**src/rtl/hart_timer_cmp.sv**
```systemverilog
module hart_timer_cmp #(
  parameter int NUM_HARTS = 4,
  parameter int HART_BASE = 0,
  parameter int ADDR_W    = 15
) (
  input  logic                 clk,
  input  logic                 rst_n,
  input  logic                 tick_en,
  input  logic                 req_valid,
  input  logic                 req_write,
  input  logic                 req_size64,
  input  logic [ADDR_W-1:0]    req_addr,
  input  logic [63:0]          req_wdata,
  output logic [63:0]          rsp_rdata,
  output logic                 rsp_err,
  output logic [NUM_HARTS-1:0] timer_irq
);
  localparam int SLOT_W = ADDR_W - 3;
  localparam logic [SLOT_W-1:0] TIME_SLOT = '1;

  logic [63:0] mtime_q;
  logic [63:0] cmp_q [NUM_HARTS];
  logic [63:0] cmp_sel;

  wire [SLOT_W-1:0] slot    = req_addr[ADDR_W-1:3];
  wire [2:0]        ofs     = req_addr[2:0];
  wire              is_time = (slot == TIME_SLOT);
  wire [31:0]       hart_id = 32'(HART_BASE) + 32'(slot);
  wire [31:0]       line    = hart_id - 32'(HART_BASE);
  wire              hart_ok = line < 32'(NUM_HARTS);
  wire              ofs_ok  = (ofs == 3'd0) || (ofs == 3'd4 && !req_size64);
  wire              hit     = req_valid && ofs_ok && (is_time || hart_ok);
  wire              wr_hit  = hit && req_write;

  always_comb begin
    cmp_sel = '0;
    for (int i = 0; i < NUM_HARTS; i++)
      if (line == 32'(i)) cmp_sel = cmp_q[i];
  end

  wire [63:0] cur = is_time ? mtime_q : cmp_sel;

  wire [63:0] rd_val = req_size64 ? cur :
                       ofs[2]     ? {32'b0, cur[63:32]} : {32'b0, cur[31:0]};

  wire [63:0] merged = req_size64 ? req_wdata :
                       ofs[2]     ? {req_wdata[31:0], cur[31:0]} :
                                    {cur[63:32], req_wdata[31:0]};

  always_ff @(posedge clk) begin
    if (!rst_n) begin
      mtime_q   <= '0;
      rsp_rdata <= '0;
      rsp_err   <= 1'b0;
    end else begin
      rsp_rdata <= (hit && !req_write) ? rd_val : '0;
      rsp_err   <= req_valid && !hit;
      if (wr_hit && is_time)
        mtime_q <= merged;
      else if (tick_en)
        mtime_q <= mtime_q + 64'd1;
    end
  end

  for (genvar g = 0; g < NUM_HARTS; g++) begin : g_hart
    always_ff @(posedge clk) begin
      if (!rst_n)
        cmp_q[g] <= '1;
      else if (wr_hit && !is_time && line == 32'(g))
        cmp_q[g] <= merged;
    end
    assign timer_irq[g] = mtime_q >= cmp_q[g];
  end
endmodule


```
**config.mk**
```make
export PLATFORM = sky130hd
export DESIGN_NAME = hart_timer_cmp
export DESIGN_NICKNAME = d
export VERILOG_FILES = /design/src/rtl/hart_timer_cmp.sv
export SDC_FILE = /design/constraint.sdc
export NUM_CORES = 1
export LEC_CHECK = 0
export CORE_UTILIZATION = 60
export CTS_CLUSTER_DIAMETER = 100
export DETAILED_ROUTE_END_ITERATION = 8
export PLACE_DENSITY = 0.81
export RECOVER_POWER = 100
export SKIP_LAST_GASP = 1
export SYNTH_ARGS = -nofsm -noshare
export SYNTH_HDL_FRONTEND = slang
export SYNTH_SLANG_ARGS = --single-unit
export TNS_END_PERCENT = 10
```
**constraint.sdc**
```tcl
create_clock -name clk -period 8.8 [get_ports clk]
set_input_delay 1.76 -clock clk [delete_from_list [all_inputs] [get_ports clk]]
set_output_delay 1.76 -clock clk [all_outputs]
set_load 0.03 [all_outputs]
```
* Word-level counts from Yosys, hierarchy flattened *
Memories as Yosys holds them, arrays and structs flattened.
Index checks and enable logic that the tools add are counted.

operators by class
  $add $sub $neg = 1
  order comparisons = 5
  equality and inequality tests = 5
  mux-type cells = 28
  bitwise gates (word level) = 4
  reductions and logical operators = 22

operators by type and width
  kind                     count
  $mux W64                 14
  $ge A64 B64 Y1           4
  $add A64 B1 Y64 const B  1
  $logic_not A32 Y1        1
  $mux W32                 1
  $eq A12 B2 Y1 const B    2
  $mux W1                  13
  $eq A12 B1 Y1 const B    1
  $eq A12 B12 Y1 const B   1
  $logic_and A1 B1 Y1      12
  $lt A12 B3 Y1 const B    1
  $logic_not A1 Y1         4
  $or A1 B1 Y1             4
  $eq A3 B3 Y1 const B     1
  $logic_not A3 Y1         1
  $logic_or A1 B1 Y1       2
  $reduce_and A2 Y1        1
  $reduce_bool A2 Y1       1

storage, ports and cells
  register bits = 129
  bits in writable memories = 256
  input bits = 85
  output and inout bits = 69
  memories kept = 1

memories
  memory  words  bits a word  read ports  clocked after memory_dff  write ports  line  source
  cmp_q   4      64           4           0                         4            22    logic [63:0] cmp_q [NUM_HARTS];

* Longest topological paths before layout *
  word-level depth = 12
  mapped depth = 10

* Worst setup path before layout *
OpenSTA, ideal clock, no wires.

  path type = input to register
  start = input port req_addr[3]
  end = memory cmp_q[1][36] (netlist: cmp_q[0][100]), enable pin
  arrival = 7.054 ns
  setup slack = 1.172 ns
  cell stages on the path = 5
  path buffers = 3
  cell sequence = buf_2 > buf_4 > buf_2 > nand2_1 > o21ai_0

RTL lines
  what         line  source
  from (decl)  12    input logic [ADDR_W-1:0] req_addr,
  to (decl)    22

==> flow_metrics.env <==
export IMPL_antenna_left=0
export IMPL_wl_per_cell_um=25.7
export IMPL_antenna_found_initial=1
export IMPL_start_kind="input port"
export IMPL_viasPerCell=6.65
export IMPL_dp_hpwl_um=54100
export IMPL_p_leak_nw=11.2
export IMPL_crit_required_ns=8.98
export IMPL_grt_pass1_vias=20300
export IMPL_multi_input_area_mm2=0.0122
export IMPL_fin_setup_tns_ns=0
export IMPL_insertion_delay_ns=0.60
export IMPL_dieWidth_um=202
export IMPL_clock_fmax_ghz=0.139
export IMPL_area_growth_pct=13.7
export IMPL_io_buffers=153
export IMPL_clk_pin_slew_ns=0.06
export IMPL_cpPeakStageDelay_ns=2.86
export IMPL_drtPass1Iterations=6
export IMPL_dieArea_mm2=0.0408
export IMPL_finClkSkew_ns=0.0203
export IMPL_crit_top_cell="nand2_1"
export IMPL_cts_resized=0
export IMPL_critPathSlowestCell="clkbuf_1"
export IMPL_synth_avg_cell_area_um2=9.94
export IMPL_synth_edf_count=256
export IMPL_vias=20400
export IMPL_ys_flop_type="edfxtp_1"
export IMPL_setup_violations=0
export IMPL_crit_family="buffers and inverters"
export IMPL_cts_buffer_depth=3
export IMPL_initial_core_util_pct=61.5
export IMPL_fillers=2915
export IMPL_cts_tree="yes"
export IMPL_fp_dieH_um=202
export IMPL_post_cts_buffers=0
export IMPL_max_slew_margin_pct=-171
export IMPL_vdd_drop_max_v=0.000146
export IMPL_cts_buffers_inserted=43
export IMPL_setup_slack_ns=1.61
export IMPL_powerDensity_mw_per_mm2=158
export IMPL_cp_data_arrival_time_ns=7.38
export IMPL_io_pins=154
export IMPL_drc=0
export IMPL_worst_path_buf_inv=3
export IMPL_hold_path_class="reg -> reg"
export IMPL_ys_warn_count=0
export IMPL_cp_cell_sequence="dlygate4sd3_1 > clkbuf_1 > nand2_1 > nand4_1 > nor2_1 > nand2_1 > nor2_4 > clkbuf_1 > nand2_1"
export IMPL_hold_viol=0
export IMPL_rsz0062_at_grt="false"
export IMPL_violations="max-capacitance violations, max-slew violations"
export IMPL_wirelength_um=78800
export IMPL_finalCritPeriodShare_pct=81.7
export IMPL_worst_pin_slew_ns=4.06
export IMPL_drv_cap=12
export IMPL_row_count=72
export IMPL_status="finished with violations"
export IMPL_clock_sinks=385
export IMPL_setup_worst_path_end_class="flip-flop"
export IMPL_cts_hold_buf=0
export IMPL_path_max_fanout=64
export IMPL_core_mm2=0.0390
export IMPL_yosysUniqueCellTypes=67
export IMPL_period_minus_slack_ns=7.19
export IMPL_gp_congestion=1.01
export IMPL_drt_iter0_markers=2484
export IMPL_mappedNetlistArea_mm2=0.0240
export IMPL_async_reset_ff_share_pct=0
export IMPL_synth_seq_area_share_pct=42.8
export IMPL_cts_root_buf="clkbuf_16"
export IMPL_syn_instance_count=2414
export IMPL_grt_max_degree=66
export IMPL_diodes=0
export IMPL_synthesis_nets=2756
export IMPL_nets=2862
export IMPL_path_class="in -> reg"
export IMPL_dpl_worst_slack_ns=3.01
export IMPL_drive_above_1_share_pct=7.08
export IMPL_grt_pass1_wl_um=119000
export IMPL_ys_ff_latch=385
export IMPL_regArea_mm2=0.0103
export IMPL_cts_max_level=2
export IMPL_overflow=0
export IMPL_slew_violations=497
export IMPL_grt_usage_pct=38.8
export IMPL_hold_worst_slack_ns=0.713
cell type report:
class / count / share of cell area [%]
timing repair buffer: 175 / 6.09
clock buffer: 55 / 4.41
clock inverter: 25 / 0.908
tap: 518 / 2.38
multi-input combinational: 1637 / 44.7
sequential: 385 / 37.7
inverter: 278 / 3.83
cells in the mapped netlist, drive strengths merged, types with 12 or more instances:
library cell | n | area [um^2]
a211oi | 76 | 571
o221ai | 14 | 123
buf | 45 | 253
nor4 | 18 | 131
and3 | 17 | 106
o21ai | 68 | 340
a21oi | 99 | 495
ha | 257 | 3220
nor2 | 149 | 562
nand4 | 57 | 363
a21boi | 20 | 150
nand2b | 15 | 93.8
nor2b | 22 | 213
nor3 | 49 | 260
a21o | 17 | 128
o21a | 31 | 233
xnor2 | 31 | 272
dfxtp | 129 | 2580
and4 | 12 | 105
nand3 | 50 | 250
a22oi | 33 | 263
a22o | 33 | 289
mux2i | 21 | 210
edfxtp | 256 | 7690
o211ai | 13 | 97.6
nand2 | 369 | 1390
xor2 | 13 | 114
inv | 278 | 1040
mux4 | 64 | 1440
clkbuf | 69 | 260
logic make-up after synthesis:
| family | synth area share (%) |
|---|---|
| AO/OA/AOI/OAI | 13.7 |
| XOR/XNOR | 1.61 |
| adder cells (fa/ha/maj) | 13.4 |
| buffers and inverters | 6.49 |
| flip-flops | 42.8 |
| multiplexers | 7.12 |
| AND/OR/NAND/NOR | 14.8 |
registers in the layout, summed over array words and instances, names as in the netlist:
name,flops
rsp_err,1
cmp_q,256
mtime_q,64
rsp_rdata,64
report_power, final:
group / leakage, nW / switching (mW) / internal [mW] / total, mW
Combinational: 6.88 / 0.239 / 0.151 / 0.389
Clock: 0.717 / 0.791 / 1.09 / 1.88
Sequential: 3.62 / 0.0390 / 1.99 / 2.03
worst paths after layout:
check                   from            end  cells after the start  slack [ns]
setup / recovery  req_size64  cmp_q[1][101]                      9        1.61
hold reg to reg   mtime_q[0]     mtime_q[0]                      3        0.71
setup reg to reg  mtime_q[1]    mtime_q[60]                      7        5.43
hold / removal    mtime_q[0]     mtime_q[0]                      3        0.71
placed cells by master, fill, tap and decap left out, drive strengths merged, types with 50 or more instances in the layout:
cell and count:
dlygate4sd3 70, dfxtp 129, nor2 149, inv 281
nand3 50, nand4 57, a211oi 76, nand2 369
o21ai 68, mux4 64, edfxtp 256, a21oi 99
ha 257, clkdlybuf4s50 81, clkbuf 64
worst min-delay path, cell delays in order, from the launching register on:
cell and delay, ns:
dfxtp_1 0.43, xor2_1 0.10, nor2_1 0.08, a211oi_1 0.05
per-stage QoR:
stage          util, %  power, mW  instances  cell area, um^2
2_1_floorplan        -       2.28       2414            24000
3_3_place_gp      66.4       2.43       2993            25900
3_5_place_dp      66.4       2.44       2993            25900
4_1_cts           70.1       4.29       3073            27400
5_1_grt           69.9       4.40       3073            27300
6_report          69.9       4.30       3073            27300
metal layers:
metal  part of all wire (%)  vias up  global-route usage [%]
met1                     36     9697                    50.0
met2                     45     1482                    60.0
met4                    5.6        2                    21.2
li1                       -     8949                       -
met5                  0.011        -                       0
met3                     13      318                    9.43
(Power assumes the default switching activity.)
